==> src/rtl/br_pkg.sv <==
package br_pkg;

    localparam int unsigned ADDR_W  = 16;
    localparam int unsigned SHORT_W = 8;

    typedef enum logic [3:0] {
        SEL_ALWAYS = 4'h0, SEL_NEVER = 4'h1,
        SEL_HI     = 4'h2, SEL_LS    = 4'h3,
        SEL_CC     = 4'h4, SEL_CS    = 4'h5,
        SEL_NE     = 4'h6, SEL_EQ    = 4'h7,
        SEL_VC     = 4'h8, SEL_VS    = 4'h9,
        SEL_PL     = 4'hA, SEL_MI    = 4'hB,
        SEL_GE     = 4'hC, SEL_LT    = 4'hD,
        SEL_GT     = 4'hE, SEL_LE    = 4'hF
    } cond_sel_e;

    typedef struct packed {
        logic n;
        logic z;
        logic v;
        logic c;
    } ccr_t;

    // Eight positive-sense tests; index = selector[3:1]
    function automatic logic [7:0] base_tests(ccr_t f);
        logic [7:0] t;
        t[0] = 1'b1;
        t[1] = ~(f.c | f.z);
        t[2] = ~f.c;
        t[3] = ~f.z;
        t[4] = ~f.v;
        t[5] = ~f.n;
        t[6] = ~(f.n ^ f.v);
        t[7] = ~((f.n ^ f.v) | f.z);
        return t;
    endfunction

endpackage

==> src/rtl/br_cond_eval.sv <==
module br_cond_eval
    import br_pkg::*;
(
    input  cond_sel_e sel_i,
    input  ccr_t      ccr_i,
    output logic      take_o
);
    logic [7:0] tests;
    logic       pick;

    always_comb begin
        tests  = base_tests(ccr_i);
        pick   = tests[sel_i[3:1]];
        take_o = pick ^ sel_i[0];
    end
endmodule

==> src/rtl/br_target_add.sv <==
module br_target_add #(
    parameter int unsigned AW = 16,
    parameter int unsigned SW = 8
) (
    input  logic          long_i,
    input  logic [AW-1:0] base_i,
    input  logic [AW-1:0] disp_i,
    output logic [AW-1:0] sum_o
);
    localparam int unsigned EXT_W = AW - SW;

    logic [AW-1:0] disp_ext;

    generate
        if (EXT_W > 0) begin : g_ext
            always_comb
                disp_ext = long_i ? disp_i
                                  : {{EXT_W{disp_i[SW-1]}}, disp_i[SW-1:0]};
        end else begin : g_same
            always_comb disp_ext = disp_i;
        end
    endgenerate

    always_comb sum_o = base_i + disp_ext;
endmodule

==> src/rtl/br_resolve.sv <==
module br_resolve
    import br_pkg::*;
#(
    parameter int unsigned AW = ADDR_W,
    parameter int unsigned SW = SHORT_W
) (
    input  logic          clk,
    input  logic          rst,
    input  logic          valid_i,
    input  logic [3:0]    cond_i,
    input  logic          long_i,
    input  logic [3:0]    flags_i,
    input  logic [AW-1:0] next_pc_i,
    input  logic [AW-1:0] offset_i,
    output logic          out_valid_o,
    output logic          taken_o,
    output logic [AW-1:0] target_o
);
    cond_sel_e     sel;
    ccr_t          ccr;
    logic          take_w;
    logic [AW-1:0] sum_w;
    logic [AW-1:0] next_w;

    always_comb begin
        sel = cond_sel_e'(cond_i);
        ccr = ccr_t'(flags_i);
    end

    br_cond_eval u_eval (
        .sel_i  (sel),
        .ccr_i  (ccr),
        .take_o (take_w)
    );

    br_target_add #(.AW(AW), .SW(SW)) u_add (
        .long_i (long_i),
        .base_i (next_pc_i),
        .disp_i (offset_i),
        .sum_o  (sum_w)
    );

    always_comb next_w = take_w ? sum_w : next_pc_i;

    always_ff @(posedge clk) begin
        if (rst) begin
            out_valid_o <= 1'b0;
            taken_o     <= 1'b0;
            target_o    <= '0;
        end else begin
            out_valid_o <= valid_i;
            if (valid_i) begin
                taken_o  <= take_w;
                target_o <= next_w;
            end
        end
    end

    a_r2_valid_follow: assert property (@(posedge clk) disable iff (rst)
        valid_i |=> out_valid_o);

    a_r2_hold: assert property (@(posedge clk) disable iff (rst)
        !valid_i |=> (!out_valid_o && $stable(taken_o) && $stable(target_o)));

    a_r3_always: assert property (@(posedge clk) disable iff (rst)
        (valid_i && cond_i == 4'h0) |=> taken_o);

    a_r3_never: assert property (@(posedge clk) disable iff (rst)
        (valid_i && cond_i == 4'h1) |=> !taken_o);

    a_r4_hi_blocked: assert property (@(posedge clk) disable iff (rst)
        (valid_i && cond_i == 4'h2 && (flags_i[0] | flags_i[2])) |=> !taken_o);

    a_r10_fallthrough: assert property (@(posedge clk) disable iff (rst)
        (valid_i && !take_w) |=> (target_o == $past(next_pc_i)));

    a_r8_short_reach: assert property (@(posedge clk) disable iff (rst)
        (valid_i && !long_i) |=>
            (((target_o - $past(next_pc_i)) <= AW'(127)) ||
             ((target_o - $past(next_pc_i)) >= AW'(2**AW - 128))));
endmodule

==> config.mk <==
export PLATFORM = sky130hd
export DESIGN_NAME = br_resolve
export DESIGN_NICKNAME = d
export VERILOG_FILES = /design/src/rtl/br_pkg.sv /design/src/rtl/br_cond_eval.sv /design/src/rtl/br_target_add.sv /design/src/rtl/br_resolve.sv
export SDC_FILE = /design/constraint.sdc
export NUM_CORES = 1
export LEC_CHECK = 0
export ABC_AREA = 1
export BUFFER_PORTS_ARGS = -buffer_cell sky130_fd_sc_hd__buf_2
export CELL_PAD_IN_SITES_DETAIL_PLACEMENT = 0
export CELL_PAD_IN_SITES_GLOBAL_PLACEMENT = 1
export CORE_UTILIZATION = 32
export DETAILED_ROUTE_END_ITERATION = 6
export HOLD_SLACK_MARGIN = 0.12
export PLACE_DENSITY_LB_ADDON = 0.1
export SYNTH_ARGS = -nofsm -noshare
export SYNTH_HDL_FRONTEND = slang
export SYNTH_SLANG_ARGS = --single-unit
==> constraint.sdc <==
create_clock -name clk -period 1.8 [get_ports clk]
set_clock_uncertainty 0.05 [all_clocks]
set_input_delay 0.09 -clock clk [delete_from_list [all_inputs] [get_ports clk]]
set_output_delay 0.09 -clock clk [all_outputs]
set_load 0.03 [all_outputs]
; ---- Word level (Yosys, flattened, before mapping)
; Index checks and enable logic that the tools add are counted.
[classes]
addsub = 1
order_cmp = 1
muxes = 4
bitwise = 11
[op_table]
columns = op, n
row1 = 2-to-1 mux 16 bit, 2
row2 = adder 16 bit, 1
row3 = inverter 1 bit, 7
row4 = less-than comparator 3 x 4 -> 1 bit (second input constant), 1
row5 = binary-select mux 1 bit (select 3 bit), 1
row6 = bitwise OR 1 bit, 2
row7 = bitwise XOR 1 bit, 2
row8 = 2-to-1 mux 1 bit, 1
[totals]
register_bits = 18
in_bits = 44
out_inout_bits = 18
elab_cells = 20

; ---- Logic depth before layout (Yosys ltp)
[depth]
ltp_word = 7
mapped_depth = 17
depth_no_buf = 16

; ---- Modules after synthesis
; Synthesis repeated with hierarchy kept, for this count alone.
[hier_totals]
cells_unflattened = 363
area_unflattened_um2 = 2025.7
[modules_own_cells]
columns = module, instances, cells_each, area_each_um2, seq_area_each_um2
row1 = br_target_add, 1, 195, 1018.5, 0.0
row2 = br_resolve, 1, 144, 904.6, 360.3
row3 = br_cond_eval, 1, 24, 102.6, 0.0

; ---- Worst setup path after synthesis
; No wires, ideal clock.
[synth_timing]
path_type = input -> register
from = input port long_i
to = register target_o[14]
setup_ns = 0.140
t_arrival_ns = 1.538
t_required_ns = 1.610
slack_ns = 0.073
cell_stages = 13
path_cell_list = buf_2 inv_1 nand2_1 nand2_1 ha_1 inv_1 nor3_1 and2_1 nand2_1 nand3_1 nand3_1 nand2_1 a21oi_1
[synth_via]
elab_chain_cells = 3
[synth_lines]
columns = item, line
row1 = start: declaration, br_resolve.sv:11  ; input logic long_i,
row2 = 2-to-1 mux 16 bit, br_target_add.sv:17  ; disp_ext = long_i ? disp_i
row3 = adder 16 bit, br_target_add.sv:24  ; always_comb sum_o = base_i + disp_ext;
row4 = 2-to-1 mux 16 bit, br_resolve.sv:43  ; always_comb next_w = take_w ? sum_w : next_pc_i;
row5 = end signal: assignment, br_resolve.sv:54  ; target_o <= next_w;
row6 = end: declaration, br_resolve.sv:17  ; output logic [AW-1:0] target_o
; Every way passes these cells.
; A chain may end at the register's enable or synchronous reset.

; ---- Final worst setup path
; Ends and elaborated chain as after synthesis.

==> impl_summary.txt <==
----------------------------------------------------
[Status]
  Status ... complete, no violations

[Clock network]
  Cell at the root of the clock tree ... sky130_fd_sc_hd__clkbuf_8
  CTS HTree Levels ... 1
  Buffer count from post-CTS setup fixing ... 0
  Clk Latency, worst-skew pair ... 250 ps
  Clock-pin slew of the registers on the worst-case setup and hold paths ... 70 ps
  Largest buffer count on any clock path ... 2
  Num CTS Buffers ... 3
  CTS tree ... built
  Sinks on Clock Net ... 18

[STA]
  Final hold violations ... 0
  Max-slew violation count ... 0
  Tmin final ... between 1500 and 2000 ps
  Final hold slack ... 139 ps
  Max_slew headroom ... 73.0%
  Achievable clock frequency ... between 0.6 and 0.7 GHz
  Number of setup violations in the final report ... 0
  Actual slew at the worst max-slew pin ... 405 ps
  Aggregate negative setup slack ... 0 ps
  Tcrit/Tclk final ... 92.4%
  Setup repair after global routing missed its margin ... false

[Final layout]
  # fillers ... 745
  Antenna Cells ... 0
  Final standard cell utilization of the core ... 42.3%
  Post-synthesis to final-layout area growth ... 26.9%
  Most frequent standard cell in the layout excluding fill and tap cells ... sky130_fd_sc_hd__nand2_1
  Net total in the final layout ... between 500 and 600
  Fraction of layout instances using a drive strength above 1 ... about a quarter
  Final instance count without filler cells ... 520
  Highest-count cells in the layout ignoring fill and taps ... 143 x sky130_fd_sc_hd__nand2_1, 61 x sky130_fd_sc_hd__inv_1, 61 x sky130_fd_sc_hd__buf_2
  Final standard cell area without fillers ... approximately 2700 sq um

[Drt]
  Total number of vias ... 2,255
  Count of routing violations after the opening detailed-route iteration ... 109
  Post-route antenna net violation count ... 0
  Detailed-route vias per instance ... 4.34
  Routed Wire Length ... 5.92 mm
  Drt drc ... 0
  Routed wirelength normalized by instance count ... 11.4 um
  DR pass1 iterations ... 4

[Floorplan]
  Area of the die ... between 6000 and 7000 sq um
  Initial core utilization ... 33.4%
  Core box area ... 6390 sq um
  Number of placed I/O pins ... 62
  Height of the die ... 83.6 um
  Cell Rows ... 29
  Horizontal die dimension ... 83.6 um

[Pwr]
  P_sw ... ~670 uW
  Part of the total power dissipated in sequential elements ... around 28%
  Proportion of power drawn by the clock network ... a little over a fifth
  Worst IR drop on VDD ... roughly 380 uV
  PwrDens ... 596 nW/um^2
  Combinational fraction of design power ... 51.0%
  Leak Pwr ... 0.00165 uW
  Cell Int Power ... 943 uW
  Switch share ... 41.5%

[Min path]
  Source of the worst hold timing path ... next_pc_i[4]
  Worst Hold Endpoint ... target_o[4]
  Worst hold path stage count ... 5
  Hold Path Class ... input port to flop

[Run]
  # Max-Cap Violations ... 0

[Synthesis]
  Syn nets ... 426
  Share of synthesized area occupied by flip-flops and latches ... 16.9%
  Number of flip-flops and latches in the synthesized netlist ... 18
  Distinct cell type count after synthesis ... 29
  Synth Instances ... 366
  Synth warnings ... 0
  Synth Area per Inst ... 5.82 sq um
  Post-synthesis cell area ... 2130 sq um

[Worst setup path]
  Startpoint type of the worst setup path ... input port
  Reg2Reg Launch Point ... target_o[6]
  Number of buffer and inverter instances along the worst setup path ... 4
  Worst r2r dst ... target_o[6]
  Maximum fanout along the worst path ... 7
  Arrival time of data at the critical path endpoint ... 1800 ps
  Register-to-register path setup slack ... 1040 ps
  Capturing element type of the critical path ... flop
  Delay-heaviest family, CP ... simple AND/OR/NAND/NOR gates
  Slowest stage delay, CP ... approximately 360 ps
  CP Cell Sequence ... buf_2 -> inv_1 -> nand2_2 -> buf_4 -> nand2_1 -> ha_1 -> inv_1 -> nor3_2 -> and2_1 -> nand2_1 -> nand2_1 -> nand2_1 -> nand3_1 -> nand2_1 -> a21oi_1
  Worst-path cell with the longest stage delay ... sky130_fd_sc_hd__ha_1
  Most repeated library cell on the critical path ... sky130_fd_sc_hd__nand2_1
  FF-to-FF path depth ... 4
  Crit path kind ... input port to flop
  Crit path required time ... about 1900 ps

[Placed design]
  Post-detailed-placement half-perimeter wirelength ... 4.94 mm
  Final Wtd Congestion ... 0.806
  Cell count after placement ... slightly above 500
  Port buffer count ... just over 60
  Post-DP Area ... 2610 sq um

[Global routing]
  Final global-route overflow total ... 0
  Antenna violations before repair ... 0
  Wire length of the first global-routing pass ... 9.94 mm
  Via count of the first global-routing pass ... around 2,100
  Total routing usage reported by global routing ... 17.4%
  Maximum number of pins on one net before global-route repair ... 19

----------------------------------------------------
[kinds of logic after synthesis]
group	count (synthesis)	synth area share, %
xor gates and xnor gates	8	3.29
buffers and inverters	71	13.6
AOI/OAI and AO/OA	18	5.17
adders and majority gates	16	9.75
and+or+nand+nor	235	51.3
DFF	18	16.9
[power groups by stage]
stage	clock network [uW]	registers (uW)	logic (uW)
finish	336	453	821
global placement	0	462	814
global route	371	458	926
detailed placement	0	462	813
CTS	346	453	823
floorplan	0	533	500
[tightest hold or removal path: cells and delay by family]
| family | cells | cell delay (ps) |
|---|---|---|
| buf+inv | 2 | 140 |
| simple gates | 3 | 180 |
[state kept, by name, indices dropped and copies added (netlist names)]
signal	flops
out_valid_o	1
taken_o	1
target_o	16
[layout make-up]
| type | instances | area [sq um] | area share (%) |
|---|---|---|---|
| Clock buffer | 4 | 55.1 | 2.04 |
| Tap cell | 77 | 96.3 | 3.56 |
| Timing Repair Buffer | 81 | 463 | 17.1 |
| Inverter | 63 | 236 | 8.75 |
| Sequential cell | 18 | 360 | 13.3 |
| Multi-Input combinational cell | 277 | 1490 | 55.2 |
[cell usage after synthesis (all sizes together)]
cell / instances / area (sq um)
and2: 2 / 12.5
a31oi: 1 / 6.26
nand3b: 7 / 65.1
nand3: 38 / 238
inv: 63 / 236
nor2: 27 / 101
clkbuf: 4 / 15.0
ha: 15 / 188
fa: 1 / 20.0
nand2: 155 / 642
nand4: 3 / 18.8
buf: 4 / 37.5
a21oi: 16 / 98.8
or2: 1 / 6.26
nor3: 2 / 10.0
o21ai: 1 / 5.00
dfxtp: 18 / 360
xor2: 5 / 43.8
xnor2: 3 / 26.3
[per-layer routing]
layer	GRT usage, %	wire length, um	up-vias
li1	-	-	1272
met1	25.6	3210	941
met2	27.5	2490	40
met3	1.68	187	2
met4	3.24	29	0
met5	0	0	-
[metrics by stage]
step                      total power (uW)  setup slack (ps)
after floorplan                       1030              72.8
after global placement                1280              -339
after detailed placement              1280              -309
after CTS                             1620              44.2
after global routing                  1750              1.96
final                                 1610               136
[how the worst max path moves through the flow]
stage	slack, ps	end	depth (start not counted)	startpoint
floorplan	70	target_o[14]	13	long_i
global placement	-340	target_o[14]	14	long_i
detailed placement	-310	target_o[14]	14	long_i
CTS	40	target_o[14]	14	long_i
global route	2	target_o[14]	14	long_i
finish	140	target_o[14]	15	long_i
[what timing repair did]
item	in CTS	in global routing
gates resized for setup	1	2
endpoints found under the setup margin	1	3
hold buffers	3	0
endpoints found under the hold margin	3	0
Power figures use the tool's default switching activity.
